$ cat config.mk
export PLATFORM = sky130hd
export DESIGN_NAME = cube_recirc_net
export DESIGN_NICKNAME = d
export VERILOG_FILES = /design/src/rtl/cube_net_pkg.sv /design/src/rtl/cube_sel_regs.sv /design/src/rtl/cube_xbar.sv /design/src/rtl/cube_pass_seq.sv /design/src/rtl/cube_recirc_net.sv
export SDC_FILE = /design/constraint.sdc
export NUM_CORES = 1
export LEC_CHECK = 0
export BUFFER_PORTS_ARGS = -buffer_cell sky130_fd_sc_hd__buf_4
export CORE_ASPECT_RATIO = 1.2
export CORE_MARGIN = 4
export CORE_UTILIZATION = 40
export DETAILED_ROUTE_END_ITERATION = 16
export PLACE_DENSITY = 0.68
export SKIP_CTS_REPAIR_TIMING = 1
export SLEW_MARGIN = 20
export SYNTH_ARGS = -nofsm -noshare
export SYNTH_HDL_FRONTEND = slang
export SYNTH_HIERARCHICAL = 1
export SYNTH_SLANG_ARGS = --single-unit
$ cat constraint.sdc
create_clock -name clk -period 3.2 [get_ports clk]
set_input_delay 0.64 -clock clk [delete_from_list [all_inputs] [get_ports clk]]
set_output_delay 0.64 -clock clk [all_outputs]
set_load 0.1 [all_outputs]
$ cat src/rtl/cube_net_pkg.sv
package cube_net_pkg;
  typedef enum logic [0:0] {
    SEQ_IDLE = 1'b0,
    SEQ_RUN  = 1'b1
  } seq_state_e;
endpackage

$ cat src/rtl/cube_sel_regs.sv
// Per-PE function-select registers plus the shared partition mask.
module cube_sel_regs #(
  parameter int N      = 8,
  parameter int ADDR_W = 3
) (
  input  logic                clk,
  input  logic                rst_n,
  input  logic [N*ADDR_W-1:0] sel_wdata,
  input  logic [N-1:0]        sel_we,
  input  logic [ADDR_W-1:0]   part_wdata,
  input  logic                part_we,
  output logic [N*ADDR_W-1:0] eff_sel
);
  logic [ADDR_W-1:0] sel_q [N];
  logic [ADDR_W-1:0] sel_d [N];
  logic [ADDR_W-1:0] mask_q, mask_d;

  always_comb begin
    mask_d = part_we ? part_wdata : mask_q;
  end

  always_ff @(posedge clk or negedge rst_n) begin
    if (!rst_n) mask_q <= '0;
    else        mask_q <= mask_d;
  end

  for (genvar gp = 0; gp < N; gp++) begin : g_sel
    always_comb begin
      sel_d[gp] = sel_we[gp] ? sel_wdata[gp*ADDR_W +: ADDR_W] : sel_q[gp];
    end

    always_ff @(posedge clk or negedge rst_n) begin
      if (!rst_n) sel_q[gp] <= '0;
      else        sel_q[gp] <= sel_d[gp];
    end

    assign eff_sel[gp*ADDR_W +: ADDR_W] = sel_q[gp] & ~mask_q;
  end
endmodule

$ cat src/rtl/cube_xbar.sv
// One cube stage: every receiver ORs the words of the neighbours that target it.
module cube_xbar #(
  parameter int N      = 8,
  parameter int ADDR_W = 3,
  parameter int DATA_W = 8
) (
  input  logic [N*DATA_W-1:0] src,
  input  logic [N-1:0]        active,
  input  logic [N*ADDR_W-1:0] eff_sel,
  output logic [N*DATA_W-1:0] recv,
  output logic [N-1:0]        multi
);
  for (genvar gp = 0; gp < N; gp++) begin : g_rx
    logic [DATA_W-1:0] acc;
    logic              seen;
    logic              dup;

    always_comb begin
      acc  = '0;
      seen = 1'b0;
      dup  = 1'b0;
      for (int i = 0; i < ADDR_W; i++) begin
        int nb;
        nb = gp ^ (1 << i);
        if (active[nb] && eff_sel[nb*ADDR_W + i]) begin
          acc  = acc | src[nb*DATA_W +: DATA_W];
          dup  = dup | seen;
          seen = 1'b1;
        end
      end
    end

    assign recv[gp*DATA_W +: DATA_W] = acc;
    assign multi[gp] = dup;
  end
endmodule

$ cat src/rtl/cube_pass_seq.sv
// Pass counter: the launch edge is pass 1, and done rises on pass M.
module cube_pass_seq
  import cube_net_pkg::*;
#(
  parameter int PASS_W = 4
) (
  input  logic              clk,
  input  logic              rst_n,
  input  logic              go,
  input  logic [PASS_W-1:0] passes_m,
  output logic              pass_en,
  output logic              first_pass,
  output logic              done
);
  localparam logic [PASS_W-1:0] ONE = PASS_W'(1);

  seq_state_e        st_q, st_d;
  logic [PASS_W-1:0] cnt_q, cnt_d;
  logic [PASS_W-1:0] tgt_q, tgt_d;
  logic              done_q, done_d;
  logic [PASS_W-1:0] tgt_in;

  assign tgt_in     = (passes_m == '0) ? ONE : passes_m;
  assign pass_en    = go || (st_q == SEQ_RUN);
  assign first_pass = go;
  assign done       = done_q;

  always_comb begin
    st_d   = st_q;
    cnt_d  = cnt_q;
    tgt_d  = tgt_q;
    done_d = done_q;
    if (go) begin
      tgt_d  = tgt_in;
      cnt_d  = ONE;
      done_d = (tgt_in == ONE);
      st_d   = (tgt_in == ONE) ? SEQ_IDLE : SEQ_RUN;
    end else if (st_q == SEQ_RUN) begin
      cnt_d = cnt_q + ONE;
      if (cnt_q + ONE == tgt_q) begin
        st_d   = SEQ_IDLE;
        done_d = 1'b1;
      end
    end
  end

  always_ff @(posedge clk or negedge rst_n) begin
    if (!rst_n) begin
      st_q   <= SEQ_IDLE;
      cnt_q  <= '0;
      tgt_q  <= ONE;
      done_q <= 1'b0;
    end else begin
      st_q   <= st_d;
      cnt_q  <= cnt_d;
      tgt_q  <= tgt_d;
      done_q <= done_d;
    end
  end
endmodule

$ cat src/rtl/cube_recirc_net.sv
module cube_recirc_net #(
  parameter int ADDR_W = 3,
  parameter int DATA_W = 8,
  parameter int PASS_W = 4
) (
  input  logic                         clk,
  input  logic                         rst_n,
  input  logic [(1<<ADDR_W)*DATA_W-1:0] din,
  input  logic [(1<<ADDR_W)-1:0]        load,
  input  logic [(1<<ADDR_W)*ADDR_W-1:0] sel_wdata,
  input  logic [(1<<ADDR_W)-1:0]        sel_we,
  input  logic [ADDR_W-1:0]             part_wdata,
  input  logic                          part_we,
  input  logic [(1<<ADDR_W)-1:0]        active,
  input  logic [PASS_W-1:0]             passes_m,
  input  logic                          go,
  output logic [(1<<ADDR_W)*DATA_W-1:0] dout,
  output logic                          done,
  output logic [(1<<ADDR_W)-1:0]        collision
);
  localparam int N = 1 << ADDR_W;

  logic [N*ADDR_W-1:0] eff_sel;
  logic [N*DATA_W-1:0] in_q, in_d;
  logic [N*DATA_W-1:0] out_q, out_d;
  logic [N*DATA_W-1:0] src, recv;
  logic [N-1:0]        multi;
  logic [N-1:0]        col_q, col_d;
  logic                pass_en, first_pass;

  cube_sel_regs #(.N(N), .ADDR_W(ADDR_W)) u_sel (
    .clk        (clk),
    .rst_n      (rst_n),
    .sel_wdata  (sel_wdata),
    .sel_we     (sel_we),
    .part_wdata (part_wdata),
    .part_we    (part_we),
    .eff_sel    (eff_sel)
  );

  cube_pass_seq #(.PASS_W(PASS_W)) u_seq (
    .clk        (clk),
    .rst_n      (rst_n),
    .go         (go),
    .passes_m   (passes_m),
    .pass_en    (pass_en),
    .first_pass (first_pass),
    .done       (done)
  );

  assign src = first_pass ? in_q : out_q;

  cube_xbar #(.N(N), .ADDR_W(ADDR_W), .DATA_W(DATA_W)) u_xbar (
    .src     (src),
    .active  (active),
    .eff_sel (eff_sel),
    .recv    (recv),
    .multi   (multi)
  );

  for (genvar gp = 0; gp < N; gp++) begin : g_in
    always_comb begin
      in_d[gp*DATA_W +: DATA_W] = load[gp] ? din[gp*DATA_W +: DATA_W]
                                           : in_q[gp*DATA_W +: DATA_W];
    end
  end

  always_comb begin
    out_d = pass_en ? recv : out_q;
    col_d = col_q;
    if (first_pass)   col_d = multi;
    else if (pass_en) col_d = col_q | multi;
  end

  always_ff @(posedge clk or negedge rst_n) begin
    if (!rst_n) begin
      in_q  <= '0;
      out_q <= '0;
      col_q <= '0;
    end else begin
      in_q  <= in_d;
      out_q <= out_d;
      col_q <= col_d;
    end
  end

  assign dout      = out_q;
  assign collision = col_q;
endmodule

==> flow_metrics.env, run 1 <==
export IMPL_max_vdd_ir_drop_mv=0.300
export IMPL_ios=196
export IMPL_crit_path_end="collision[6]"
export IMPL_rsz0062_at_grt="false"
export IMPL_yosysSeqAreaShare_pct=44.0
export IMPL_start_util_pct=40.9
export IMPL_place_hpwl_um=24200
export IMPL_mostFrequentLayoutCell="nand3_1"
export IMPL_setup_viol=0
export IMPL_core_sq_um=24000
export IMPL_synth_area_leaders="dfrtp_1 44%, mux2_2 20%, nand3_1 11%"
export IMPL_timing_critical_path_from="u_sel/mask_q[0]"
export IMPL_reg2reg_from="u_sel/mask_q[0]"
export IMPL_vias_per_cell=5.70
export IMPL_synthDistinctLibCells=32
export IMPL_grt_pass1_wl_um=46600
export IMPL_area_delta_synth_final_pct=19.4
export IMPL_grt_pass1_vias=7334
export IMPL_cts_root_buf="clkbuf_16"
export IMPL_cts_inserted_buffers=17
export IMPL_cts_max_path_buffers=2
export IMPL_synthCells=826
export IMPL_clk_pin_slew_worst_paths_ns=0.07
export IMPL_fmax_mhz=463
export IMPL_outcome="finished clean"
export IMPL_rows=62
export IMPL_synth_top_cell_by_area="dfrtp_1"
export IMPL_reg2reg_to="collision[6]"
export IMPL_ys_ff_latch=173
export IMPL_postRouteAntennaNets=0
export IMPL_tightest_slew_ns=0.909
export IMPL_drc_errors=0
export IMPL_grt_overflow=0
export IMPL_finalWirelength_um=31200
export IMPL_worst_ep_required_time_ns=3.57
export IMPL_die_w_um=151
export IMPL_htreeDepth=4
export IMPL_cts_tree="done"
export IMPL_rrSetupSlack_ns=1.04
export IMPL_hold_slack_ns=0.208
export IMPL_final_net_count=1096
export IMPL_maxCapViolCount=0
export IMPL_syn_area_sq_um=9830
export IMPL_firstDrtPassIters=6
export IMPL_dr_total_vias=7434
export IMPL_syn_avg_cell_area_sq_um=11.9
export IMPL_path_max_fanout=10
export IMPL_grt_util_all_layers_pct=22.9
export IMPL_die_h_um=180
export IMPL_cp_start_kind="flop"
export IMPL_grt_max_degree=71
export IMPL_drtIter0Drc=937
export IMPL_r2r_cells=4
export IMPL_period_needed_ns=2.16
export IMPL_antenna_found_initial=0
export IMPL_hold_viol=0
export IMPL_cp_arrival_ns=2.53
export IMPL_routabilityCongestion=0.933
export IMPL_fin_crit_sh_pct=67.5
export IMPL_design_die_area_sq_um=27200
export IMPL_hp_class="input pin to asynchronous set/reset pin"
export IMPL_layout_common_cells="219 x nand3_1, 203 x buf_4, 172 x mux2_2, 172 x dfrtp_1, 50 x mux2_4"
export IMPL_clkLatencyLatePin_ns=0.44
export IMPL_worst_setup_path_end_kind="flop"
export IMPL_synth_nets=950
export IMPL_fin_skew_ns=0.0102
export IMPL_finalSetupTns_ns=0
export IMPL_fillers=2218
export IMPL_cts_sinks=173
export IMPL_drv_slew=0
export IMPL_n_antenna_cell=0
export IMPL_p_leak_nw=5.45
export IMPL_layout_drive_gt1_share_pct=51.4
export IMPL_yosysTopAreaCellShare_pct=43.8
export IMPL_slew_headroom_pct=39.3
export IMPL_power_density_nw_per_um2=605
export IMPL_port_buffers=195
export IMPL_synth_warnings=6
export IMPL_wl_per_cell_um=23.9
export IMPL_crit_type="flop to flop"
-- layout make-up --
cell class	instances	area, sq um	area share [%]
inverter	1	3.75	0.0320
multi-input combinational	571	4790	40.8
sequential	173	4330	36.9
clock inverter	13	146	1.25
tap	320	400	3.41
timing repair buffer	208	1620	13.8
clock buffer	19	453	3.86
-- synth_stat cells --
cell	instances
nand2b_1	1
inv_2	1
buf_12	8
a21oi_1	8
mux2i_1	1
ha_1	1
a22oi_1	8
buf_6	17
dfstp_2	1
or2_2	1
nand3_2	40
and2b_1	12
clkbuf_8	3
buf_4	16
nor2_1	3
o22a_1	1
buf_8	1
a22o_1	8
nand2_1	11
o31ai_2	1
o21ai_0	2
nand3_1	219
xnor2_1	5
o211a_1	1
nor2b_1	12
dfrtp_1	172
mux2_2	172
xor2_1	4
mux2_4	50
nand4_1	9
or2_1	1
buf_2	36
-- per-stage QoR --
step	setup WS [ns]	cell area (sq um)	utilization, %	std cells	power (mW)
2_1_floorplan	1.30	9830	-	826	4.33
3_3_place_gp	0.949	11100	46.3	1273	4.99
3_5_place_dp	0.926	11100	46.3	1273	5.00
4_1_cts	1.05	11700	48.8	1305	7.12
5_1_grt	0.879	11700	48.8	1305	7.33
6_report	1.04	11700	48.8	1305	7.10
-- metal layers --
metal	wire length [um]	vias up	global-route usage (%)
met3	2590	69	4.38
met4	1250	0	9.98
met5	0	-	0
li1	-	3296	-
met2	15200	407	37.0
met1	12300	3662	29.6
-- kinds of logic (layout without fill, tap and decap cells) --
| family | count (synthesis) | in the layout | share of synthesized area [%] |
|---|---|---|---|
| flops | 173 | 173 | 44.0 |
| simple gates | 309 | 309 | 18.2 |
| mux | 223 | 223 | 27.4 |
| buf+inv | 82 | 241 | 7.24 |
| compound gates | 29 | 29 | 2.15 |
| xor+xnor | 9 | 9 | 0.802 |
| fa+ha+maj | 1 | 1 | 0.127 |
-- state kept, by name, summed over array words and instances (netlist names) --
| signal | cells |
|---|---|
| collision | 8 |
| u_seq/cnt_q | 4 |
| in_q | 64 |
| u_seq/st_q | 1 |
| u_sel/sel_q | 24 |
| u_sel/mask_q | 3 |
| u_seq/done | 1 |
| dout | 64 |
| u_seq/tgt_q | 4 |
-- report_power, final --
group	total [mW]	switching [mW]	internal, mW	leakage, nW
Combinational	2.29	1.54	0.744	3.00
Sequential	2.69	0.259	2.43	2.16
Clock	2.12	0.972	1.15	0.288
Total	7.10	2.77	4.32	5.45
-- worst min path at each step --
stage	slack [ns]	endpoint	depth (start not counted)	from
final	0.21	u_sel/sel_q[2]	1	rst_n
after global routing	0.27	u_sel/sel_q[2]	1	rst_n
after CTS	0.24	u_sel/sel_q[2]	1	rst_n
after detailed placement	0.49	u_sel/sel_q[15]	1	u_sel/sel_q[15]
after global placement	0.48	u_sel/sel_q[10]	1	u_sel/sel_q[10]
after floorplan	0.34	collision[0]	0	rst_n
-- critical path, stage by stage, from the launching register on --
cell,delay (ns)
dfrtp_1,0.48
nor2b_1,0.71
a22oi_1,0.21
a21oi_1,0.49
a22o_1,0.20
(Power assumes the default switching activity.)
==> run 2: changes to the inputs <==
Settings changed: PLACE_DENSITY 0.68 to 0.7.
Clock period 3.2 ns to 1.75 ns, I/O delays scaled along.
==> run 2 against run 1 <==
Worst setup slack worse by 0.98 ns. Routed wire length fell by 0.51%. Hold slack lost 0.095 ns. Fmax is 28% higher. Combinational power is 89% higher. Non-clock buffer count increased by 30. Final cell count rose by 2.3%. Flip-flop and latch count is the same. Critical endpoint is now collision[2]. Largest cell class unchanged. Clock skew is 0.0055 ns higher. Die area unchanged.
==> flow_metrics.env, run 2 (same netlist as run 1, synthesis figures left out) <==
export IMPL_htreeDepth=4
export IMPL_clkLatencyLatePin_ns=0.44
export IMPL_p_int_mw=7.80
export IMPL_slew_headroom_pct=66.1
export IMPL_outcome="finished clean"
export IMPL_clk_pin_slew_worst_paths_ns=0.08
export IMPL_die_w_um=151
export IMPL_fillers=2260
export IMPL_combPwrFrac_pct=33.5
export IMPL_critical_path_top_delay_family="simple AND/OR/NAND/NOR gates"
export IMPL_n_antenna_cell=0
export IMPL_layout_common_cells="229 x buf_4, 219 x nand3_1, 172 x mux2_2, 172 x dfrtp_1, 50 x mux2_4"
export IMPL_hp_class="input pin to flop"
export IMPL_grt_overflow=0
export IMPL_area_delta_synth_final_pct=21.9
export IMPL_worst_ep_required_time_ns=2.13
export IMPL_firstDrtPassIters=10
export IMPL_start_util_pct=40.9
export IMPL_reg2reg_to="collision[2]"
export IMPL_cts_tree="done"
export IMPL_max_vdd_ir_drop_mv=0.555
export IMPL_layout_drive_gt1_share_pct=52.8
export IMPL_ios=196
export IMPL_routabilityCongestion=0.954
export IMPL_finalWirelength_um=31100
export IMPL_vias_per_cell=5.62
export IMPL_cp_arrival_ns=2.06
export IMPL_drc_errors=0
export IMPL_grt_max_degree=66
export IMPL_p_leak_nw=5.61
export IMPL_postRouteAntennaNets=0
export IMPL_crit_path_cell_trace="and2b_1, nand4_1, a21oi_1, a22o_1"
export IMPL_rsz0062_at_grt="false"
export IMPL_final_net_count=1126
export IMPL_setup_viol=0
export IMPL_cts_root_buf="clkbuf_16"
export IMPL_path_max_fanout=8
export IMPL_timing_critical_path_from="u_sel/mask_q[1]"
export IMPL_dr_total_vias=7501
export IMPL_maxCapViolCount=0
export IMPL_swShare_pct=39.7
export IMPL_design_area_sq_um=12000
export IMPL_port_buffers=195
export IMPL_crit_type="flop to flop"
export IMPL_power_density_nw_per_um2=1080
export IMPL_fin_crit_sh_pct=96.2
export IMPL_mostFrequentLayoutCell="buf_4"
export IMPL_r2r_cells=4
export IMPL_p_switching_mw=5.14
export IMPL_fin_skew_ns=0.0157
export IMPL_layout_cells_non_filler=1335
export IMPL_rrSetupSlack_ns=0.07
export IMPL_grt_util_all_layers_pct=22.9
export IMPL_pwr_share_seq_pct=37.7
export IMPL_cp_start_kind="flop"
export IMPL_dpl_cell_area_sq_um=11400
export IMPL_placedCellCount=1302
export IMPL_antenna_found_initial=0
export IMPL_reg2reg_from="u_sel/mask_q[1]"
export IMPL_grt_pass1_wl_um=46800
export IMPL_worst_setup_path_end_kind="flop"
export IMPL_grt_pass1_vias=7635
export IMPL_hold_viol=0
export IMPL_rows=62
export IMPL_fmax_mhz=594
export IMPL_path_buf_inv=0
export IMPL_hold_depth=2
export IMPL_place_hpwl_um=24100
export IMPL_worstHoldEndpoint="u_seq/tgt_q[0]"
export IMPL_cts_sinks=173
export IMPL_drv_slew=0
export IMPL_slowest_stage="dfrtp_1"
export IMPL_hp_start="passes_m[0]"
export IMPL_p_clk_share_pct=28.8
export IMPL_cts_max_path_buffers=2
export IMPL_die_h_um=180
export IMPL_design_die_area_sq_um=27200
export IMPL_drtIter0Drc=717
export IMPL_cts_inserted_buffers=17
export IMPL_tightest_slew_ns=0.509
export IMPL_max_stage_delay_ns=0.50
export IMPL_core_sq_um=24000
export IMPL_period_needed_ns=1.68
export IMPL_wl_per_cell_um=23.3
==> run 2: cell count changes in the layout (fill, tap and decap cells not counted), sizes merged <==
cell,previous run,this run
buf,208,237
dlygate4sd3,0,1
inv,9,8
clkbuf,19,17
clkinvlp,3,1
bufinv,1,0
clkinv,1,7
==> run 2: worst max-delay path by stage <==
stage	endpoint	slack [ns]	cells past startpoint
4_1_cts	collision[2]	0.08	4
2_1_floorplan	dout[21]	0.03	4
6_report	collision[2]	0.07	4
3_3_place_gp	dout[62]	-0.06	6
5_1_grt	dout[58]	0.01	4
3_5_place_dp	dout[62]	-0.07	6
==> run 2: metrics by stage <==
step	hold WS, ns	worst slack [ns]	TNS (ns)	util [%]	total power [mW]
2_1_floorplan	0.0544	0.0274	0	-	7.91
3_3_place_gp	0.252	-0.0567	-0.193	47.4	9.21
3_5_place_dp	0.257	-0.0658	-0.942	47.4	9.24
4_1_cts	-0.215	0.0805	0	49.8	13.0
5_1_grt	0.110	0.00989	0	49.8	13.4
6_report	0.112	0.0660	0	49.8	12.9
==> run 2: cell type report <==
| class | instances | area, sq um | area share (%) |
|---|---|---|---|
| inverter | 1 | 3.75 | 0.0313 |
| clock inverter | 15 | 153 | 1.27 |
| clock buffer | 17 | 425 | 3.55 |
| sequential | 173 | 4330 | 36.1 |
| timing repair buffer | 238 | 1880 | 15.7 |
| tap | 320 | 400 | 3.34 |
| multi-input combinational | 571 | 4790 | 40.0 |
==> run 2: power groups by stage <==
stage / clock, mW / sequential [mW] / combinational (mW)
CTS: 3.83 / 4.87 / 4.31
floorplan: 0 / 6.24 / 1.67
finish: 3.73 / 4.87 / 4.33
global route: 3.97 / 4.92 / 4.50
global placement: 0 / 4.94 / 4.27
detailed placement: 0 / 4.94 / 4.30
==> run 2: per-layer routing <==
layer / up-vias / global-route usage, % / wire length (um)
li1: 3354 / - / -
met1: 3695 / 29.2 / 12100
met2: 392 / 38.0 / 15500
met3: 60 / 4.58 / 2440
met4: 0 / 8.64 / 1050
met5: - / 0 / 0
==> run 3: changes to the inputs <==
Settings changed: CELL_PAD_IN_SITES_DETAIL_PLACEMENT set to 1, CELL_PAD_IN_SITES_GLOBAL_PLACEMENT set to 2, CORE_UTILIZATION 40 to 33, PLACE_DENSITY 0.7 to 0.84.
==> run 3 against run 2 <==
Highest routed layer unchanged. First-iteration DRC count down 36%. Critical endpoint is now collision[7]. Sequential share of layout area down 0.18 points. Design area up 0.49%. Largest cell class unchanged.
==> flow_metrics.env, run 3 (same netlist as run 1, synthesis figures left out) <==
export IMPL_outcome="finished clean"
export IMPL_die_h_um=197
export IMPL_fin_crit_sh_pct=95.0
export IMPL_max_vdd_ir_drop_mv=0.583
export IMPL_combPwrFrac_pct=33.4
export IMPL_placedCellCount=1366
export IMPL_fin_ws_ns=0.0874
export IMPL_max_stage_delay_ns=0.50
export IMPL_design_die_area_sq_um=32600
export IMPL_path_buf_inv=0
export IMPL_worst_setup_path_end_kind="flop"
export IMPL_die_w_um=166
export IMPL_dr_total_vias=7297
export IMPL_mostFrequentLayoutCell="buf_4"
export IMPL_grt_util_all_layers_pct=20.2
export IMPL_worst_ep_required_time_ns=2.12
export IMPL_cts_tree="done"
export IMPL_crit_path_cell_trace="and2b_2, nand4_1, a21oi_1, a22o_1"
export IMPL_start_util_pct=33.8
export IMPL_p_clk_share_pct=28.9
export IMPL_path_max_fanout=10
export IMPL_critical_path_top_delay_family="compound AO/OA/AOI/OAI gates"
export IMPL_rsz0062_at_grt="false"
export IMPL_place_hpwl_um=26200
export IMPL_cts_root_buf="clkbuf_16"
export IMPL_crit_type="flop to flop"
export IMPL_finalPower_mw=12.9
export IMPL_cts_max_path_buffers=2
export IMPL_hold_viol=0
export IMPL_clkLatencyLatePin_ns=0.45
export IMPL_dp_slack_ns=-0.149
export IMPL_grt_pass1_wl_um=48800
export IMPL_postRouteAntennaNets=0
export IMPL_setup_viol=0
export IMPL_p_switching_mw=5.07
export IMPL_n_antenna_cell=0
export IMPL_power_density_nw_per_um2=1070
export IMPL_drc_errors=0
export IMPL_finalWirelength_um=33000
export IMPL_final_net_count=1125
export IMPL_cp_num_cells=4
export IMPL_htreeDepth=4
export IMPL_multiInputGateArea_sq_um=4790
export IMPL_cp_arrival_ns=2.03
export IMPL_routabilityCongestion=0.883
export IMPL_cp_start_kind="flop"
export IMPL_area_delta_synth_final_pct=22.5
export IMPL_layout_common_cells="228 x buf_4, 219 x nand3_1, 172 x mux2_2, 172 x dfrtp_1, 50 x mux2_4"
export IMPL_slowest_stage="dfrtp_1"
export IMPL_finalSetupTns_ns=0
export IMPL_swShare_pct=39.2
export IMPL_cts_sinks=173
export IMPL_tightest_slew_ns=0.478
export IMPL_slew_headroom_pct=68.1
export IMPL_p_leak_nw=5.58
export IMPL_pwr_share_seq_pct=37.8
export IMPL_period_needed_ns=1.66
export IMPL_drv_slew=0
export IMPL_rows=68
export IMPL_port_buffers=195
export IMPL_fmax_mhz=601
export IMPL_drtIter0Drc=462
export IMPL_firstDrtPassIters=5
export IMPL_grt_max_degree=39
export IMPL_hold_depth=2
export IMPL_grt_pass1_vias=7713
export IMPL_fin_skew_ns=0.0139
export IMPL_hold_slack_ns=0.127
export IMPL_p_int_mw=7.86
export IMPL_hp_class="input pin to flop"
export IMPL_design_area_sq_um=12000
export IMPL_regArea_sq_um=4330
export IMPL_utilization_pct=41.4
export IMPL_wl_per_cell_um=23.6
export IMPL_layout_drive_gt1_share_pct=52.9
export IMPL_dpl_cell_area_sq_um=11500
export IMPL_grt_overflow=0
export IMPL_maxCapViolCount=0
export IMPL_ios=196
export IMPL_vias_per_cell=5.22
export IMPL_r2r_cells=4
export IMPL_clk_pin_slew_worst_paths_ns=0.07
export IMPL_fillers=3192
export IMPL_cts_inserted_buffers=17
export IMPL_antenna_found_initial=0
export IMPL_layout_cells_non_filler=1399
export IMPL_core_sq_um=29100
-- run 3: cell type report --
cell class,count,area share (%)
tap,385,4.00
clock buffer,18,3.56
timing repair buffer,237,15.6
multi-input combinational,571,39.8
clock inverter,14,1.10
inverter,1,0.0312
sequential,173,36.0
-- run 3: metal layers --
| metal | share of wire [%] | global-route usage, % | wire length [um] | up-vias |
|---|---|---|---|---|
| met5 | 0 | 0 | 0 | - |
| met2 | 49 | 33.4 | 16200 | 247 |
| met3 | 5.5 | 3.84 | 1810 | 49 |
| li1 | - | - | - | 3345 |
| met4 | 3.6 | 7.67 | 1190 | 0 |
| met1 | 42 | 26.2 | 13800 | 3656 |
-- run 3: final timing paths --
| kind | startpoint | to | slack [ns] |
|---|---|---|---|
| setup / recovery | u_sel/mask_q[0] | collision[7] | 0.09 |
| hold / removal | passes_m[0] | u_seq/tgt_q[0] | 0.13 |
| setup reg to reg | u_sel/mask_q[0] | collision[7] | 0.09 |
| hold reg to reg | u_sel/sel_q[7] | u_sel/sel_q[7] | 0.50 |
| max in group asynchronous | rst_n | u_seq/tgt_q[0] | 0.70 |
| min in group asynchronous | rst_n | u_sel/mask_q[2] | 0.38 |
-- run 3: power groups by stage --
stage / sequential [mW] / combinational [mW] / clock [mW]
floorplan: 6.24 / 1.67 / 0
global placement: 4.95 / 4.25 / 0
detailed placement: 4.97 / 4.31 / 0
CTS: 4.89 / 4.32 / 3.84
global route: 4.94 / 4.49 / 4.04
finish: 4.89 / 4.31 / 3.73
